**src/rtl/scanpe_pkg.sv**
```systemverilog
`timescale 1ns/1ps
package scanpe_pkg;

   typedef enum logic [3:0] {
      OP_PASS_A   = 4'd0,
      OP_PASS_Y   = 4'd1,
      OP_AND      = 4'd2,
      OP_OR       = 4'd3,
      OP_XOR      = 4'd4,
      OP_NOT_A    = 4'd5,
      OP_ADD      = 4'd6,
      OP_SUB      = 4'd7,
      OP_SHL      = 4'd8,
      OP_SHR      = 4'd9,
      OP_SRA      = 4'd10,
      OP_ROL      = 4'd11,
      OP_ROR      = 4'd12,
      OP_MUL_INIT = 4'd13,
      OP_MUL_STEP = 4'd14,
      OP_RSVD     = 4'd15
   } op_e;

   typedef enum logic [2:0] {
      SEL_IMM = 3'd0,
      SEL_NBR = 3'd1,
      SEL_VID = 3'd2,
      SEL_PHI = 3'd3,
      SEL_PLO = 3'd4
   } sel_e;

   typedef enum logic [1:0] {
      NB_HOLD  = 2'd0,
      NB_LOAD  = 2'd1,
      NB_LEFT  = 2'd2,
      NB_RIGHT = 2'd3
   } nb_e;

   typedef enum logic [1:0] {
      VD_HOLD  = 2'd0,
      VD_SHIFT = 2'd1,
      VD_LOAD  = 2'd2,
      VD_CLEAR = 2'd3
   } vd_e;

endpackage

```
**src/rtl/scanpe_regfile.sv**
```systemverilog
`timescale 1ns/1ps
module scanpe_regfile #(
   parameter int W     = 20,
   parameter int DEPTH = 32,
   localparam int AW   = $clog2(DEPTH)
) (
   input  logic          clk,
   input  logic          rst_n,
   input  logic [AW-1:0] raddr_i,
   output logic [W-1:0]  rdata_o,
   input  logic          we_i,
   input  logic [AW-1:0] waddr_i,
   input  logic [W-1:0]  wdata_i
);

   logic [W-1:0] mem_q [DEPTH];

   // The read port sees flop outputs, so a write in the same cycle shows up one edge later.
   assign rdata_o = mem_q[raddr_i];

   always_ff @(posedge clk or negedge rst_n) begin
      if (!rst_n) begin
         for (int i = 0; i < DEPTH; i++) mem_q[i] <= '0;
      end else if (we_i) begin
         mem_q[waddr_i] <= wdata_i;
      end
   end

   p_wr_lands_r2: assert property (@(posedge clk) disable iff (!rst_n)
      we_i |=> (mem_q[$past(waddr_i)] == $past(wdata_i)));

   p_no_wr_keeps_r2: assert property (@(posedge clk) disable iff (!rst_n)
      !we_i |=> (mem_q[$past(raddr_i)] == $past(rdata_o)));

endmodule

```
**src/rtl/scanpe_rsu.sv**
```systemverilog
`timescale 1ns/1ps
module scanpe_rsu
   import scanpe_pkg::*;
#(
   parameter int W   = 20,
   localparam int SW = $clog2(W)
) (
   input  op_e           op_i,
   input  logic [W-1:0]  x_i,
   input  logic [SW-1:0] amt_i,
   output logic [W-1:0]  y_o
);

   localparam logic [SW:0] WIDTH_V = (SW+1)'(W);

   logic [SW:0]   amt_x, red, inv;
   logic [SW-1:0] rot_l, rot_r, rot_amt;
   logic [W-1:0]  shl_v, shr_v, sra_v, rot_v;
   logic signed [W-1:0] xs;

   // Fold amounts of W and above back into range for rotation.
   assign amt_x   = {1'b0, amt_i};
   assign red     = (amt_x >= WIDTH_V) ? (amt_x - WIDTH_V) : amt_x;
   assign inv     = WIDTH_V - red;
   assign rot_l   = red[SW-1:0];
   assign rot_r   = (red == '0) ? '0 : inv[SW-1:0];
   assign rot_amt = (op_i == OP_ROR) ? rot_r : rot_l;

   // Log-stage rotate-left network.
   for (genvar k = 0; k < SW; k++) begin : g_rot
      localparam int D = 1 << k;
      logic [W-1:0] src, q;
      if (k == 0) begin : g_first
         assign src = x_i;
      end else begin : g_next
         assign src = g_rot[k-1].q;
      end
      assign q = rot_amt[k] ? {src[W-1-D:0], src[W-1 -: D]} : src;
   end
   assign rot_v = g_rot[SW-1].q;

   assign xs    = $signed(x_i);
   assign shl_v = x_i << amt_i;
   assign shr_v = x_i >> amt_i;
   assign sra_v = xs >>> amt_i;

   always_comb begin
      case (op_i)
         OP_SHL:          y_o = shl_v;
         OP_SHR:          y_o = shr_v;
         OP_SRA:          y_o = sra_v;
         OP_ROL, OP_ROR:  y_o = rot_v;
         default:         y_o = '0;
      endcase
   end

endmodule

```
**src/rtl/scanpe_alu.sv**
```systemverilog
`timescale 1ns/1ps
module scanpe_alu
   import scanpe_pkg::*;
#(
   parameter int W   = 20,
   localparam int SW = $clog2(W)
) (
   input  op_e          op_i,
   input  logic [W-1:0] a_i,
   input  logic [W-1:0] y_i,
   output logic [W-1:0] res_o
);

   logic [W-1:0] rsu_v;

   scanpe_rsu #(.W(W)) u_rsu (
      .op_i  (op_i),
      .x_i   (a_i),
      .amt_i (y_i[SW-1:0]),
      .y_o   (rsu_v)
   );

   always_comb begin
      case (op_i)
         OP_PASS_A: res_o = a_i;
         OP_PASS_Y: res_o = y_i;
         OP_AND:    res_o = a_i & y_i;
         OP_OR:     res_o = a_i | y_i;
         OP_XOR:    res_o = a_i ^ y_i;
         OP_NOT_A:  res_o = ~a_i;
         OP_ADD:    res_o = a_i + y_i;
         OP_SUB:    res_o = a_i - y_i;
         OP_SHL, OP_SHR, OP_SRA, OP_ROL, OP_ROR: res_o = rsu_v;
         default:   res_o = '0;
      endcase
   end

endmodule

```
**src/rtl/scanpe_mul.sv**
```systemverilog
`timescale 1ns/1ps
module scanpe_mul #(
   parameter int W  = 20,
   parameter bit EN = 1'b1
) (
   input  logic         clk,
   input  logic         rst_n,
   input  logic         init_i,
   input  logic         step_i,
   input  logic [W-1:0] mcand_i,
   input  logic [W-1:0] mplier_i,
   output logic [W-1:0] hi_o,
   output logic [W-1:0] lo_o
);

   if (EN) begin : g_mul
      logic [W-1:0] cand_q, hi_q, lo_q;
      logic [W:0]   sum;

      assign sum = lo_q[0] ? ({1'b0, hi_q} + {1'b0, cand_q}) : {1'b0, hi_q};

      always_ff @(posedge clk or negedge rst_n) begin
         if (!rst_n) begin
            cand_q <= '0;
            hi_q   <= '0;
            lo_q   <= '0;
         end else if (init_i) begin
            cand_q <= mcand_i;
            hi_q   <= '0;
            lo_q   <= mplier_i;
         end else if (step_i) begin
            hi_q <= sum[W:1];
            lo_q <= {sum[0], lo_q[W-1:1]};
         end
      end

      assign hi_o = hi_q;
      assign lo_o = lo_q;

      p_mul_lo_shift_r8: assert property (@(posedge clk) disable iff (!rst_n)
         (step_i && !init_i) |=> (lo_q[W-2:0] == $past(lo_q[W-1:1])));

      p_mul_skip_add_r8: assert property (@(posedge clk) disable iff (!rst_n)
         (step_i && !init_i && !lo_q[0]) |=> (hi_q == ($past(hi_q) >> 1)));

      p_mul_init_r8: assert property (@(posedge clk) disable iff (!rst_n)
         init_i |=> (hi_q == '0));
   end else begin : g_nomul
      assign hi_o = '0;
      assign lo_o = '0;
   end

endmodule

```
**src/rtl/scanpe_edge.sv**
```systemverilog
`timescale 1ns/1ps
module scanpe_edge
   import scanpe_pkg::*;
#(
   parameter int W = 20
) (
   input  logic         clk,
   input  logic         rst_n,
   input  nb_e          nb_op_i,
   input  vd_e          vd_op_i,
   input  logic [W-1:0] busb_i,
   input  logic [W-1:0] left_i,
   input  logic [W-1:0] right_i,
   input  logic [W-1:0] vin_i,
   output logic [W-1:0] nbr_o,
   output logic [W-1:0] vid_o
);

   logic [W-1:0] nbr_q, vid_q;

   always_ff @(posedge clk or negedge rst_n) begin
      if (!rst_n) begin
         nbr_q <= '0;
      end else begin
         case (nb_op_i)
            NB_LOAD:  nbr_q <= busb_i;
            NB_LEFT:  nbr_q <= left_i;
            NB_RIGHT: nbr_q <= right_i;
            default:  nbr_q <= nbr_q;
         endcase
      end
   end

   always_ff @(posedge clk or negedge rst_n) begin
      if (!rst_n) begin
         vid_q <= '0;
      end else begin
         case (vd_op_i)
            VD_SHIFT: vid_q <= vin_i;
            VD_LOAD:  vid_q <= busb_i;
            VD_CLEAR: vid_q <= '0;
            default:  vid_q <= vid_q;
         endcase
      end
   end

   assign nbr_o = nbr_q;
   assign vid_o = vid_q;

   p_nbr_left_r9: assert property (@(posedge clk) disable iff (!rst_n)
      (nb_op_i == NB_LEFT) |=> (nbr_o == $past(left_i)));

   p_nbr_hold_r9: assert property (@(posedge clk) disable iff (!rst_n)
      (nb_op_i == NB_HOLD) |=> $stable(nbr_o));

   p_vid_shift_r10: assert property (@(posedge clk) disable iff (!rst_n)
      (vd_op_i == VD_SHIFT) |=> (vid_o == $past(vin_i)));

   p_vid_clear_r10: assert property (@(posedge clk) disable iff (!rst_n)
      (vd_op_i == VD_CLEAR) |=> (vid_o == '0));

endmodule

```
**src/rtl/scanpe_datapath.sv**
```systemverilog
`timescale 1ns/1ps
module scanpe_datapath
   import scanpe_pkg::*;
#(
   parameter int DATA_W = 20,
   parameter int NREGS  = 32,
   parameter bit MUL_EN = 1'b1,
   localparam int AW    = $clog2(NREGS),
   localparam int SW    = $clog2(DATA_W)
) (
   input  logic              clk,
   input  logic              rst_n,
   input  logic [3:0]        op_i,
   input  logic [2:0]        opnd_sel_i,
   input  logic [DATA_W-1:0] imm_i,
   input  logic [AW-1:0]     rd_addr_i,
   input  logic [AW-1:0]     wr_addr_i,
   input  logic              wr_en_i,
   input  logic [1:0]        nbr_op_i,
   input  logic [1:0]        vid_op_i,
   input  logic [DATA_W-1:0] nbr_left_i,
   input  logic [DATA_W-1:0] nbr_right_i,
   input  logic [DATA_W-1:0] video_in_i,
   output logic [DATA_W-1:0] bus_a_o,
   output logic [DATA_W-1:0] bus_b_o,
   output logic [DATA_W-1:0] nbr_o,
   output logic [DATA_W-1:0] video_o
);

   // Elaboration-time parameter checks.
   if (DATA_W < 4) begin : g_bad_width
      $error("scanpe_datapath: DATA_W must be at least 4");
   end
   if ((1 << AW) != NREGS) begin : g_bad_depth
      $error("scanpe_datapath: NREGS must be a power of two");
   end

   op_e                op;
   logic [DATA_W-1:0]  bus_a, bus_b, y_opnd, prod_hi, prod_lo, nbr_v, vid_v;

   assign op = op_e'(op_i);

   scanpe_regfile #(.W(DATA_W), .DEPTH(NREGS)) u_rf (
      .clk     (clk),
      .rst_n   (rst_n),
      .raddr_i (rd_addr_i),
      .rdata_o (bus_a),
      .we_i    (wr_en_i),
      .waddr_i (wr_addr_i),
      .wdata_i (bus_b)
   );

   always_comb begin
      case (sel_e'(opnd_sel_i))
         SEL_IMM: y_opnd = imm_i;
         SEL_NBR: y_opnd = nbr_v;
         SEL_VID: y_opnd = vid_v;
         SEL_PHI: y_opnd = prod_hi;
         SEL_PLO: y_opnd = prod_lo;
         default: y_opnd = '0;
      endcase
   end

   scanpe_alu #(.W(DATA_W)) u_alu (
      .op_i  (op),
      .a_i   (bus_a),
      .y_i   (y_opnd),
      .res_o (bus_b)
   );

   scanpe_mul #(.W(DATA_W), .EN(MUL_EN)) u_mul (
      .clk      (clk),
      .rst_n    (rst_n),
      .init_i   (op == OP_MUL_INIT),
      .step_i   (op == OP_MUL_STEP),
      .mcand_i  (bus_a),
      .mplier_i (y_opnd),
      .hi_o     (prod_hi),
      .lo_o     (prod_lo)
   );

   scanpe_edge #(.W(DATA_W)) u_edge (
      .clk     (clk),
      .rst_n   (rst_n),
      .nb_op_i (nb_e'(nbr_op_i)),
      .vd_op_i (vd_e'(vid_op_i)),
      .busb_i  (bus_b),
      .left_i  (nbr_left_i),
      .right_i (nbr_right_i),
      .vin_i   (video_in_i),
      .nbr_o   (nbr_v),
      .vid_o   (vid_v)
   );

   assign bus_a_o = bus_a;
   assign bus_b_o = bus_b;
   assign nbr_o   = nbr_v;
   assign video_o = vid_v;

   p_sra_sign_r6: assert property (@(posedge clk) disable iff (!rst_n)
      (op == OP_SRA) |-> (bus_b_o[DATA_W-1] == bus_a_o[DATA_W-1]));

   p_rol_zero_r7: assert property (@(posedge clk) disable iff (!rst_n)
      (op == OP_ROL && y_opnd[SW-1:0] == '0) |-> (bus_b_o == bus_a_o));

   p_sub_inverse_r5: assert property (@(posedge clk) disable iff (!rst_n)
      (op == OP_SUB) |-> (DATA_W'(bus_b_o + y_opnd) == bus_a_o));

   p_mul_bus_zero_r8: assert property (@(posedge clk) disable iff (!rst_n)
      (op == OP_MUL_INIT || op == OP_MUL_STEP) |-> (bus_b_o == '0));

endmodule

```
**config.mk**
```make
export PLATFORM = sky130hd
export DESIGN_NAME = scanpe_datapath
export DESIGN_NICKNAME = d
export VERILOG_FILES = /design/src/rtl/scanpe_pkg.sv /design/src/rtl/scanpe_regfile.sv /design/src/rtl/scanpe_rsu.sv /design/src/rtl/scanpe_alu.sv /design/src/rtl/scanpe_mul.sv /design/src/rtl/scanpe_edge.sv /design/src/rtl/scanpe_datapath.sv
export SDC_FILE = /design/constraint.sdc
export NUM_CORES = 2
export LEC_CHECK = 0
export ABC_AREA = 0
export BUFFER_PORTS_ARGS = -buffer_cell sky130_fd_sc_hd__buf_2
export CAP_MARGIN = 20
export CORE_MARGIN = 4
export CORE_UTILIZATION = 24
export DETAILED_ROUTE_END_ITERATION = 7
export GPL_ROUTABILITY_DRIVEN = 0
export GPL_TIMING_DRIVEN = 0
export HOLD_SLACK_MARGIN = 0.1
export PLACE_DENSITY = 0.47
export SLEW_MARGIN = 10
export SYNTH_ARGS = -nofsm -noshare
export SYNTH_HDL_FRONTEND = slang
export SYNTH_SLANG_ARGS = --single-unit
export TNS_END_PERCENT = 30
```
**constraint.sdc**
```tcl
create_clock -name clk -period 10.5 [get_ports clk]
set_clock_uncertainty 0.1 [all_clocks]
set_input_delay 0.525 -clock clk [delete_from_list [all_inputs] [get_ports clk]]
set_output_delay 0.525 -clock clk [all_outputs]
set_load 0.02 [all_outputs]
```
=== Word-level counts from Yosys, hierarchy flattened ===
Cells that the tools add are included.

* Flip-flop bits (word level): 740
* Input bits: 104
* Logic and storage cells: 112

* Add/sub/neg operators: 5
* $lt $le $gt $ge: 4
* Equal/unequal tests: 24
* Shift-type cells: 3
* Mux-type cells: 24
* Bitwise operators: 6
* Reduce and logical (&&, ||, !) cells: 9

{| class="wikitable"
|+ Operators by type and width
! operator !! count
|-
| bitwise mux 640 bit || 1
|-
| 2-to-1 mux 20 bit || 12
|-
| case mux 20 bit (9 select lines) || 1
|-
| case mux 20 bit (3 select lines) || 2
|-
| binary-select mux 20 bit (select 5 bit) || 1
|-
| demux 20 bit (select 5 bit) || 1
|-
| case mux 20 bit (5 select lines) || 1
|-
| case mux 20 bit (4 select lines) || 1
|-
| == test 4 bit (second input constant) || 7
|-
| adder 20 x 20 -> 21 bit || 1
|-
| 2-to-1 mux 21 bit || 1
|-
| adder 20 bit || 1
|-
| bitwise AND 20 bit || 1
|-
| inverter 20 bit || 1
|-
| bitwise OR 20 bit || 1
|-
| left shift 20 x 5 -> 20 bit || 1
|-
| >> shifter 20 x 5 -> 20 bit || 1
|-
| >>> shifter 20 x 5 -> 20 bit || 1
|-
| subtractor 20 bit || 1
|-
| XOR 20 bit || 1
|-
| == test 4 x 3 -> 1 bit (second input constant) || 4
|-
| >= comparator 6 bit (second input constant) || 2
|-
| inverter 5 -> 6 bit || 2
|-
| 2-to-1 mux 5 bit || 2
|-
| other kinds (20) || 27
|}

=== Logic depth before layout (Yosys ltp) ===
* Word-level depth: 15
* Depth in mapped cells: 27
* Depth with buffers taken out: 22

=== By module ===
From an unflattened synthesis, not the netlist that was laid out.

* Cell total of the unflattened synthesis: 3624
* Area total of the unflattened synthesis: 42980.0 sq um

{| class="wikitable"
|+ Modules (own cells, without submodules)
! module !! instances !! cells an instance !! area an instance (sq um)
|-
| scanpe_regfile || 1 || 2161 || 29739.8
|-
| scanpe_rsu || 1 || 466 || 3867.5
|-
| scanpe_mul || 1 || 379 || 3723.6
|-
| scanpe_alu || 1 || 405 || 2887.8
|-
| scanpe_edge || 1 || 111 || 1906.8
|-
| scanpe_datapath || 1 || 102 || 854.6
|}

=== Worst setup path after synthesis ===
OpenSTA, ideal clock, no wires.

* Kind: input -> output
* From: in opnd_sel_i[0]
* To: out bus_b_o[19]
* Arrival time: 6.106 ns
* Setup slack: 3.769 ns
* Stages on the path: 25
* Path buffers: 10
* Cell sequence: buf_2 -> buf_2 -> mux2i_1 -> nor2_1 -> nor3_4 -> clkbuf_1 -> clkbuf_1 -> buf_1 -> ha_1 -> clkbuf_1 -> nand2_1 -> a211o_1 -> and3_1 -> clkbuf_1 -> mux2i_1 -> o311a_1 -> a31o_2 -> or3_1 -> clkbuf_1 -> nand2_1 -> o21ai_0 -> nor4bb_1 -> clkbuf_1 -> clkbuf_1 -> inv_1

* Word-level cells in the longest chain between the ends: 14

{| class="wikitable"
|+ RTL lines
! what !! line !! text
|-
| start, declared || scanpe_datapath.sv:14 || <nowiki>input logic [2:0] opnd_sel_i,</nowiki>
|-
| == test 3 bit, or another cell as far along || scanpe_datapath.sv:54 || <nowiki>case (sel_e'(opnd_sel_i))</nowiki>
|-
| case mux 20 bit (5 select lines) * || scanpe_datapath.sv:54 ||
|-
| subtractor 5 x 5 -> 6 bit / >= comparator 5 bit (equally long branches) || scanpe_rsu.sv:23 || <nowiki>assign red = (amt_x >= WIDTH_V) ? (amt_x - WIDTH_V) : amt_x;</nowiki>
|-
| 2-to-1 mux 6 bit || scanpe_rsu.sv:23 ||
|-
| subtractor 5 bit / zero test 6 bit (equally long branches) || scanpe_rsu.sv:24, scanpe_rsu.sv:26 ||
|-
| 2-to-1 mux 5 bit || scanpe_rsu.sv:26 || <nowiki>assign rot_r = (red == '0) ? '0 : inv[SW-1:0];</nowiki>
|-
| 2-to-1 mux 5 bit || scanpe_rsu.sv:27 || <nowiki>assign rot_amt = (op_i == OP_ROR) ? rot_r : rot_l;</nowiki>
|-
| 2-to-1 mux 20 bit (5 in a row) || scanpe_rsu.sv:38 || <nowiki>assign q = rot_amt[k] ? {src[W-1-D:0], src[W-1 -: D]} : src;</nowiki>
|-
| case mux 20 bit (4 select lines) || scanpe_rsu.sv:48 || <nowiki>case (op_i)</nowiki>
|-
| case mux 20 bit (9 select lines) * || scanpe_alu.sv:24 || <nowiki>case (op_i)</nowiki>
|-
| end, declared || scanpe_datapath.sv:25 || <nowiki>output logic [DATA_W-1:0] bus_b_o,</nowiki>
|}

Every way passes the cells marked *; elsewhere a longest branch is shown, timed or not.

=== Worst setup path in the final report ===
* From: in rd_addr_i[1]
* To: out bus_b_o[5]

* Word-level cells in the longest chain between the ends: 11

{| class="wikitable"
|+ RTL lines
! what !! line !! text
|-
| start, declared || scanpe_datapath.sv:16 || <nowiki>input logic [AW-1:0] rd_addr_i,</nowiki>
|-
| inverter 5 -> 6 bit (not written as such) * || scanpe_regfile.sv:19 || <nowiki>assign rdata_o = mem_q[raddr_i];</nowiki>
|-
| binary-select mux 20 bit (select 5 bit) * || scanpe_regfile.sv:19 ||
|-
| 2-to-1 mux 20 bit (not written as such) * (2 in a row) || scanpe_regfile.sv:19 ||
|-
| parallel branches: the longest is 6 deep, another holds subtractor 20 bit || - ||
|-
| case mux 20 bit (9 select lines) * || scanpe_alu.sv:24 ||
|}

Every way passes the cells marked *. The select of a mux whose other input is x is not followed.

==> key figures <==
Outcome
  – Run status: completed

Critical path
  – Worst setup EP type: output pin
  – Critical path startpoint: rd_addr_i[1]
  – Reg2Reg Setup Slack: 960 ps
  – Worst R2R End: u_edge.nbr_o[15]
  – Worst setup SP type: input port
  – Slowest CP cell: mux2i_1
  – Critical Path, Cell by Cell: buf_2 > buf_2 > buf_2 > mux4_2 > mux2i_1 > mux4_2 > clkbuf_1 > inv_1 > ha_1 > nor2b_1 > o31ai_1 > nand2_1 > a21oi_1 > xor2_1 > nor2_1 > a2111oi_0 > o221ai_1 > a21oi_1 > o221a_2 > clkbuf_1 > inv_1 > buf_2
  – Critical Path AT: 9630 ps
  – Critical path class: input port to output pin
  – Crit path max fanout: 11
  – Worst setup endpoint: bus_b_o[5]
  – R2R cell count: 27
  – Worst path max stage delay: 800 ps
  – Reg-to-Reg Start: u_edge.vid_o[1]
  – Worst EP required: 9880 ps
  – Top cell by count, worst path: buf_2

Floorplanning
  – I/O pin cnt: approximately 180
  – Site Rows: 153
  – Die H: ~430 um
  – Core area: 175,000 um^2
  – Die Width: 428 um
  – Initial Util: 0.243
  – Die area: 183,000 um^2

Pwr
  – VDD IR-drop max: 0.149 mV
  – LEAKAGE: 21.0 nW
  – Total design power: 12.0 mW
  – P per Cell Area: 240 nW/um^2

Route
  – Wire per inst: 28.1 um
  – # DRC: 0
  – Vias/cell: 5.46
  – Routed wire length: 200,000 um
  – DR iter-0 viols: 4,794
  – Routed Antenna Nets: 0
  – DR pass1 iterations: 8
  – Via count: 38,800

Synth
  – Largest family of logic cells by synthesized area: multiplexers
  – Most frequently used flop master after synthesis: dfrtp_1
  – Count leader, synth: dfrtp_1
  – Synth Instances: 4,375
  – Syn nets: 4,566
  – #FFs+latches synth: 740
  – Ys async rst share: 1.00
  – Post-synthesis mux area share: 0.178
  – Post-Syn Area: 42,400 um^2
  – Compound-cell area share of the yosys netlist: 0.176
  – Unique masters post-synth: 92
  – Post-Synth Simple-Gate Area: 0.128
  – Post-Synth Adder-Cell Area: 0.0260
  – Cell taking the most area after synthesis: dfrtp_1
  – Sequential fraction of the synthesis area: 0.437
  – Post-Synth XOR/XNOR Area: 0.0103
  – Avg Synthesized Cell Area: 9.69 um^2
  – Synth top area share: 0.437
  – Synth cell count leaders: 740 x dfrtp_1, 541 x nand2_1, 514 x nor2_1
  – EDFF count, synth: 0
  – Top area cells in the synthesized netlist: dfrtp_1 44%, mux4_2 11%, o21ai_0 5.3%, a21oi_1 4.9%, nand2_1 4.8%
  – Yosys Warn Count: 0

STA
  – Slew Limit Fails: 0
  – Final count of hold timing violations: 0
  – RSZ-0062 raised after global routing: false
  – Fin Setup TNS: 0 ps
  – Period utilization: 0.977
  – Slew HR: 0.119
  – Slew @ Worst Pin: between 1000 and 1500 ps
  – Fin worst setup slack: 245 ps
  – Max Fclk: 97.5 MHz
  – Minimum clock period: 10,250 ps
  – Final setup vio count: 0

Placement
  – DPL Wire Length: 148,000 um
  – Pre-CTS setup slack: -328 ps
  – PortBufs: between 150 and 200

Hold path
  – Hold Startpoint: nbr_left_i[19]
  – Type of the most critical hold path: input port to flop

Clock tree
  – CTS clk-pin slew, worst paths: 60 ps
  – CTS Buf Count: 83
  – Sink Count: 740
  – Worst skew pair latency: 730 ps
  – H-Tree Depth: 3
  – Clk buf depth: 3
  – CTS tree: built
  – Clock root buffer: clkbuf_16

Final layout
  – Fin nets: 4,901
  – Share of layout cells above drive strength 1: 0.164
  – Final Util: 0.286
  – Area grow syn2layout: 18.0%
  – Fillers: about 19,000

Job
  – Number of max-cap violations: 0

Global route
  – Total grt overflow: 0
  – Initial antenna violation count: 12
  – Number of global-route vias before repair: 37,100
  – Largest net degree at the start of global routing: between 100 and 150
  – Tot GR Track Use: 0.210
  – First-pass GRT wire length: 283,000 um
## cell type report
| cell class | instances | area [um^2] | share of cell area |
|---|---|---|---|
| Antenna cell | 7 | 17.5 | 0.000350 |
| Buffer | 384 | 1590 | 0.0317 |
| Clock buffer | 120 | 2440 | 0.0487 |
| Clock inverter | 27 | 369 | 0.00738 |
| Inverter | 88 | 330 | 0.00660 |
| Multi-Input combinational cell | 3163 | 22100 | 0.441 |
| Sequential cell | 740 | 18500 | 0.370 |
| Tap cell | 2325 | 2910 | 0.0581 |
| Timing Repair Buffer | 250 | 1810 | 0.0361 |
## flip-flops by register name, indices dropped and copies added, names as in the netlist
signal              count
u_mul.g_mul.cand_q     20
u_mul.lo_o             20
u_rf.mem_q            640
u_edge.nbr_o           20
u_edge.vid_o           20
u_mul.hi_o             20
## layer usage
metal / share of wire / track usage / routed length, um / up-vias
met5: 0.000065 / 0 / 13 / -
met4: 0.044 / 0.0810 / 8840 / 2
met3: 0.096 / 0.0505 / 19100 / 386
met2: 0.44 / 0.319 / 87900 / 2064
met1: 0.42 / 0.290 / 84000 / 19900
li1: - / - / - / 16400
## critical path, delay by kind of cell
family          cells  cell delay, ps
mux                 3            1660
simple gates        3             320
compound gates      6            2800
xor+xnor            1             170
fa+ha+maj           1             340
buf+inv             8            3740
## worst min path at each step
stage	endpoint	slack [ps]	depth (start not counted)
final	u_edge.nbr_o[19]	130	4
after global routing	u_edge.nbr_o[19]	130	4
after CTS	u_edge.nbr_o[13]	100	4
after detailed placement	u_rf.mem_q[418]	360	2
after global placement	u_rf.mem_q[571]	360	2
after floorplan	u_edge.nbr_o[0]	130	0
## what timing repair did
action,in CTS,in global routing
pin swaps,0,1
buffers inserted,0,6
hold buffers,47,0
resized for setup,6,5
endpoints found under the hold margin,119,0
setup endpoints to repair,4,7
## where the power goes
| group | leakage [nW] | switching, mW | internal [mW] |
|---|---|---|---|
| Sequential | 9.45 | 0.485 | 3.61 |
| Combinational | 10.2 | 3.20 | 1.62 |
| Clock | 1.37 | 1.32 | 1.77 |
| Total | 21.0 | 5.01 | 7.00 |
## metrics by stage
stage | cells | hold WS [ps] | cell area, um^2
after floorplan | 4375 | 129 | 42400
after global placement | 6875 | 356 | 46200
after detailed placement | 6896 | 365 | 46600
after CTS | 7090 | 101 | 49900
after global routing | 7101 | 129 | 50000
final | 7104 | 134 | 50000
## logic make-up (layout without fill, tap and decap cells)
logic type,Yosys count,count (layout)
compound gates,1254,1254
xor+xnor,50,50
fa+ha+maj,87,87
buf+inv,472,869
flops,740,740
mux,483,483
other cells,0,7
simple gates,1289,1289
## placed cells by master, fill, tap and decap left out, types with 75 or more instances in the layout
cell,count
ha_1,85
a21oi_1,418
nand2_1,541
buf_2,230
mux2_2,111
mux4_2,205
nor2_1,512
clkbuf_1,295
inv_1,75
dfrtp_1,740
o21ai_0,450
mux2i_1,164
clkbuf_16,85
No activity file was read; power rests on OpenSTA's default activity.
